[config.mk]
export PLATFORM = sky130hd
export DESIGN_NAME = xbus_seq
export DESIGN_NICKNAME = d
export VERILOG_FILES = /design/src/rtl/xbus_pkg.sv /design/src/rtl/xbus_page_track.sv /design/src/rtl/xbus_phase_ctrl.sv /design/src/rtl/xbus_pin_drive.sv /design/src/rtl/xbus_seq.sv
export SDC_FILE = /design/constraint.sdc
export NUM_CORES = 1
export LEC_CHECK = 0
export ABC_AREA = 0
export CAP_MARGIN = 20
export CORE_MARGIN = 4
export CORE_UTILIZATION = 50
export CTS_BUF_LIST = sky130_fd_sc_hd__clkbuf_8
export CTS_CLUSTER_SIZE = 30
export DETAILED_ROUTE_END_ITERATION = 7
export GPL_ROUTABILITY_DRIVEN = 0
export PLACE_DENSITY_LB_ADDON = 0.3
export SLEW_MARGIN = 25
export SYNTH_ARGS = -nofsm -noshare
export SYNTH_HDL_FRONTEND = slang
export SYNTH_SLANG_ARGS = --single-unit
[constraint.sdc]
create_clock -name clk -period 3 [get_ports clk]
set_input_delay 0.45 -clock clk [delete_from_list [all_inputs] [get_ports clk]]
set_output_delay 0.45 -clock clk [all_outputs]
set_load 0.05 [all_outputs]
[src/rtl/xbus_pkg.sv]
package xbus_pkg;

    localparam int DATA_W       = 8;
    localparam int ADDR_W       = 16;
    localparam int PAGE_W       = ADDR_W - DATA_W;
    localparam int ST_W         = 3;
    localparam int STRETCH_CLKS = 4;
    localparam int MAX_STRETCH  = 3;
    localparam int EFF_W        = $clog2(MAX_STRETCH + 1);
    localparam int CNT_W        = $clog2(MAX_STRETCH * STRETCH_CLKS + 2);

    typedef enum logic [2:0] {
        PH_IDLE,
        PH_PAGE,
        PH_ADDR,
        PH_SETUP,
        PH_STROBE,
        PH_HOLD
    } phase_e;

    typedef struct packed {
        logic              we;
        logic              miss;
        logic [EFF_W-1:0]  stretch;
        logic [DATA_W-1:0] lo;
        logic [DATA_W-1:0] wdata;
    } xfer_t;

    function automatic logic [EFF_W-1:0] clamp_stretch(input logic [ST_W-1:0] s);
        if (int'(s) > MAX_STRETCH) return EFF_W'(MAX_STRETCH);
        return EFF_W'(s);
    endfunction

    function automatic logic [CNT_W-1:0] setup_len(input logic [EFF_W-1:0] s);
        return (s == EFF_W'(1)) ? CNT_W'(1) : CNT_W'(0);
    endfunction

    function automatic logic [CNT_W-1:0] strobe_len(input logic [EFF_W-1:0] s);
        if (s == '0)        return CNT_W'(1);
        if (s == EFF_W'(1)) return CNT_W'(1 + STRETCH_CLKS - 2);
        return CNT_W'(1 + int'(s) * STRETCH_CLKS);
    endfunction

    function automatic logic [CNT_W-1:0] hold_len(input logic miss, input logic [EFF_W-1:0] s);
        return CNT_W'(miss) + ((s == EFF_W'(1)) ? CNT_W'(1) : CNT_W'(0));
    endfunction

endpackage

[src/rtl/xbus_page_track.sv]
module xbus_page_track
    import xbus_pkg::*;
(
    input  logic              clk,
    input  logic              rst,
    input  logic              accept,
    input  logic [PAGE_W-1:0] page_in,
    output logic              hit,
    output logic [PAGE_W-1:0] page_q
);

    logic page_valid;

    assign hit = page_valid && (page_in == page_q);

    always_ff @(posedge clk) begin
        if (rst) begin
            page_valid <= 1'b0;
            page_q     <= '0;
        end else if (accept) begin
            page_valid <= 1'b1;
            page_q     <= page_in;
        end
    end

endmodule

[src/rtl/xbus_phase_ctrl.sv]
module xbus_phase_ctrl
    import xbus_pkg::*;
(
    input  logic             clk,
    input  logic             rst,
    input  logic             accept,
    input  logic             acc_miss,
    input  logic             cur_miss,
    input  logic [EFF_W-1:0] cur_stretch,
    output phase_e           phase,
    output logic             strobe_last,
    output logic             xfer_end
);

    logic [CNT_W-1:0] cnt;
    phase_e           nxt;
    logic [CNT_W-1:0] nxt_len;

    always_comb begin
        nxt     = PH_IDLE;
        nxt_len = CNT_W'(1);
        unique case (phase)
            PH_PAGE: begin
                nxt     = PH_ADDR;
                nxt_len = CNT_W'(1);
            end
            PH_ADDR: begin
                if (setup_len(cur_stretch) != '0) begin
                    nxt     = PH_SETUP;
                    nxt_len = setup_len(cur_stretch);
                end else begin
                    nxt     = PH_STROBE;
                    nxt_len = strobe_len(cur_stretch);
                end
            end
            PH_SETUP: begin
                nxt     = PH_STROBE;
                nxt_len = strobe_len(cur_stretch);
            end
            PH_STROBE: begin
                if (hold_len(cur_miss, cur_stretch) != '0) begin
                    nxt     = PH_HOLD;
                    nxt_len = hold_len(cur_miss, cur_stretch);
                end
            end
            default: begin
                nxt     = PH_IDLE;
                nxt_len = CNT_W'(1);
            end
        endcase
    end

    always_ff @(posedge clk) begin
        if (rst) begin
            phase <= PH_IDLE;
            cnt   <= '0;
        end else if (phase == PH_IDLE) begin
            cnt <= '0;
            if (accept) phase <= acc_miss ? PH_PAGE : PH_ADDR;
        end else if (cnt == '0) begin
            phase <= nxt;
            cnt   <= nxt_len - CNT_W'(1);
        end else begin
            cnt <= cnt - CNT_W'(1);
        end
    end

    assign strobe_last = (phase == PH_STROBE) && (cnt == '0);
    assign xfer_end    = (phase != PH_IDLE) && (cnt == '0) && (nxt == PH_IDLE);

endmodule

[src/rtl/xbus_pin_drive.sv]
module xbus_pin_drive
    import xbus_pkg::*;
(
    input  phase_e            phase,
    input  xfer_t             xfer,
    output logic              ale,
    output logic              rd_n,
    output logic              wr_n,
    output logic              lo_oe,
    output logic [DATA_W-1:0] lo_out
);

    logic in_strobe;
    logic data_window;

    assign in_strobe   = (phase == PH_STROBE);
    assign data_window = in_strobe || (phase == PH_HOLD);

    always_comb begin
        ale    = (phase == PH_ADDR);
        rd_n   = !(in_strobe && !xfer.we);
        wr_n   = !(in_strobe &&  xfer.we);
        lo_oe  = ale || (xfer.we && data_window);
        lo_out = ale ? xfer.lo : xfer.wdata;
    end

endmodule

[src/rtl/xbus_seq.sv]
module xbus_seq
    import xbus_pkg::*;
(
    input  logic              clk,
    input  logic              rst,
    input  logic              req_valid,
    input  logic              req_write,
    input  logic [ADDR_W-1:0] req_addr,
    input  logic [DATA_W-1:0] req_wdata,
    input  logic [ST_W-1:0]   req_stretch,
    output logic              req_ready,
    output logic              done,
    output logic [DATA_W-1:0] rdata,
    output logic [PAGE_W-1:0] hi_port_out,
    output logic [DATA_W-1:0] lo_port_out,
    output logic              lo_port_oe,
    input  logic [DATA_W-1:0] lo_port_in,
    output logic              ale,
    output logic              rd_n,
    output logic              wr_n
);

    phase_e phase;
    xfer_t  xfer;
    logic   accept;
    logic   page_hit;
    logic   strobe_last;
    logic   xfer_end;

    assign req_ready = (phase == PH_IDLE);
    assign accept    = req_valid && req_ready;

    xbus_page_track page_i (
        .clk     (clk),
        .rst     (rst),
        .accept  (accept),
        .page_in (req_addr[ADDR_W-1:DATA_W]),
        .hit     (page_hit),
        .page_q  (hi_port_out)
    );

    xbus_phase_ctrl ctrl_i (
        .clk         (clk),
        .rst         (rst),
        .accept      (accept),
        .acc_miss    (!page_hit),
        .cur_miss    (xfer.miss),
        .cur_stretch (xfer.stretch),
        .phase       (phase),
        .strobe_last (strobe_last),
        .xfer_end    (xfer_end)
    );

    xbus_pin_drive pins_i (
        .phase  (phase),
        .xfer   (xfer),
        .ale    (ale),
        .rd_n   (rd_n),
        .wr_n   (wr_n),
        .lo_oe  (lo_port_oe),
        .lo_out (lo_port_out)
    );

    always_ff @(posedge clk) begin
        if (rst) begin
            xfer  <= '0;
            done  <= 1'b0;
            rdata <= '0;
        end else begin
            done <= xfer_end;
            if (accept) begin
                xfer.we      <= req_write;
                xfer.miss    <= !page_hit;
                xfer.stretch <= clamp_stretch(req_stretch);
                xfer.lo      <= req_addr[DATA_W-1:0];
                xfer.wdata   <= req_wdata;
            end
            if (strobe_last && !xfer.we) rdata <= lo_port_in;
        end
    end

endmodule

==> qor.yml <==
run_status:
  outcome: "completed"
power_and_ir_drop:
  p_leak_nw: 1.062
  pwr_density_cell_mw_per_mm2: 881.7
  ir_drop_mv: 0.5319
logic_synthesis:
  synth_cell_types: 40
  netlist_area_mm2: 0.001987
  synth_top_area_share_pct: 45.34
  syn_inst: 225
  syn_area_per_cell_um2: 8.831
  synthArstFlopShare_pct: 0
  yosys_warnings: 0
  synth-seq-cells: 45
  synthTopCellsByArea: "dfxtp_1 45%, nand2_1 11%, a21oi_1 6.5%, mux2_2 4.5%, mux2i_1 4.0%"
  syn-num-nets: 265
  synth-edff-count: 0
  synth_top_area_cell: "dfxtp_1"
  yosysSeqAreaShare_pct: 45.34
  ys.flop_type: "dfxtp_1"
sta:
  rsz0062_at_grt: "no"
  max_freq_ghz: 0.3532
  setup_slack_ns: 0.1689
  finClkSkew_ns: 0.006241
  relSlewSlack_pct: 64.54
  final_hold_viol_count: 0
  setup_tns_ns: 0
  tightest_slew_ns: 0.5303
  fin_crit_sh_pct: 94.37
  period_needed_ns: 2.831
  slew_viol_final: 0
  setup_violations: 0
cells_and_area:
  drive_gt1_share_pct: 10.34
  area_growth_pct: 40.36
  fin_area_mm2: 0.002789
  final_nets: 329
  antenna_cells: 0
grt:
  antenna_found_initial: 0
  gr-total-overflow: 0
  grt_usage_pct: 20.22
  grt_max_degree: 35
  grt.busiest_layer: "met2"
  grt_pass1_vias: 1777
  grtUsageMet1_pct: 23.34
  grt_pass1_wl_um: 8135
  grt_use_met2_pct: 33.88
  grt_use_met3_pct: 7.813
cts:
  clkLatencyLatePin_ns: 0.30
  cts.htree.levels: 2
  clk_pin_slew_ns: 0.08
  cts-buffers-inserted: 5
  cts_tree: "done"
  cts_setup_buffers: 0
  ctsLongestPathBuffers: 2
  ctsHoldBuffers: 0
  clock_sinks: 45
  cts_resized: 0
  root_buffer: "clkbuf_8"
detailed_routing:
  via_per_inst: 5.284
  firstDrtPassIters: 4
  vias: 1786
  drc: 0
  wl_um: 4877
  wl_per_cell_um: 14.43
  ant_nets: 0
  drtIter0Drc: 109
floorplan:
  fp.coreArea_mm2: 0.003744
  die-area_mm2: 0.005047
  initial_utilization_pct: 53.07
  die_w_um: 71.04
  die_y_um: 71.04
  ios: 69
  rows: 22
setup_path:
  crit_type: "reg -> out"
  crit_path_end_kind: "primary output"
  worstPathRequired_ns: 2.55
  crit_arrival_ns: 2.38
  cp-start-kind: "register"
  cp_max_fo: 10
place:
  dpl.hpwl_um: 3484
  portBuffers: 68
  place_area_mm2: 0.002653
  pre_cts_ws_ns: 0.4235
run:
  drv_cap: 0
worst_hold_path:
  min_path_type: "reg -> reg"
==> state kept, by name, indices dropped and copies added, names as in the netlist <==
signal and flops:
rdata 8, xfer 20, page_i.page_q 8, page_i.page_valid 1
done 1, ctrl_i.cnt 4, ctrl_i.phase 3
==> area by class of cell <==
type	count	area [um2]
sequential	45	900.9
timing repair buffer	71	715.7
clock inverter	2	33.78
fill	291	954.7
tap	48	60.06
clock buffer	6	82.58
inverter	1	3.754
multi-input combinational	165	992.2
==> per-stage QoR <==
step                std cells  power [mW]  util [%]  hold slack (ns)
detailed placement        329       1.982     70.86           0.4497
CTS                       337       2.456     73.96           0.4612
global route              338       2.606     74.50           0.4918
finish                    338       2.459     74.50           0.4599
floorplan                 225       1.685         -           0.4329
global placement          329       1.957     70.86           0.4421
==> cell families (layout without fill, tap and decap cells) <==
| logic type | count (synthesis) | in the layout | share of synthesized area [%] |
|---|---|---|---|
| AND/OR/NAND/NOR | 96 | 96 | 23.74 |
| multiplexers | 16 | 16 | 8.565 |
| XOR/XNOR | 9 | 9 | 3.967 |
| adder cells (fa/ha/maj) | 1 | 1 | 0.6296 |
| AO/OA/AOI/OAI | 43 | 43 | 13.04 |
| flip-flops | 45 | 45 | 45.34 |
| buffers and inverters | 15 | 80 | 4.722 |
==> path summary, 6_finish.rpt <==
kind	from	to	slack [ns]	cells past startpoint
worst max-delay path	ctrl_i.phase[1]$_SDFFE_PP0P_	lo_port_out[0]	0.17	5
worst min-delay path	xfer[7]$_SDFFE_PP0P_	xfer[7]$_SDFFE_PP0P_	0.46	2
worst max register to register	ctrl_i.phase[2]$_SDFFE_PP0P_	rdata[4]$_SDFFE_PP0P_	1.07	4
worst min register to register	xfer[7]$_SDFFE_PP0P_	xfer[7]$_SDFFE_PP0P_	0.46	2
==> Yosys cell counts, types with 2 or more instances <==
cell	count
a21oi_1	26
a31oi_1	5
and2b_2	2
buf_2	4
buf_6	3
clkbuf_1	6
dfxtp_1	45
mux2_2	8
mux2i_1	8
nand2_1	56
nand2b_1	2
nand3_1	2
nor2_1	15
nor3_1	8
nor3_4	2
o21ai_0	2
xnor2_1	8
==> report_power, final <==
part	switching (mW)	leakage, nW	internal, mW
logic	0.701	0.631	0.443
clock network	0.200	0.0626	0.268
registers	0.123	0.368	0.725
total	1.02	1.06	1.44
==> routing by layer <==
metal | vias up | share of wire [%] | wire length [um]
li1 | 890 | - | -
met1 | 836 | 40 | 1961
met2 | 50 | 51 | 2464
met3 | 10 | 6.9 | 338
met4 | 0 | 2.3 | 113
met5 | - | 0 | 0
==> worst max-delay path, cell delays in order, from the launching register on <==
cell and delay, ns:
dfxtp_1 0.48, inv_1 0.16, nor3_4 0.23, buf_12 0.16
mux2_2 0.34, clkdlybuf4s50_1 0.71
==> layout by cell type (no fill, tap or decap), types with 2 or more instances in the layout <==
master           instances
dfxtp_1                 45
xnor2_1                  8
clkbuf_8                 6
nand2b_1                 2
mux2_2                   8
a21oi_1                 26
nor3_1                   8
clkdlybuf4s50_1         68
nor2_1                  15
nand2_1                 56
buf_4                    2
and2b_2                  2
inv_1                    2
mux2i_1                  8
o21ai_0                  2
a31oi_1                  5
nand3_1                  2
nor3_4                   2
No activity file was read; power rests on OpenSTA's default activity.
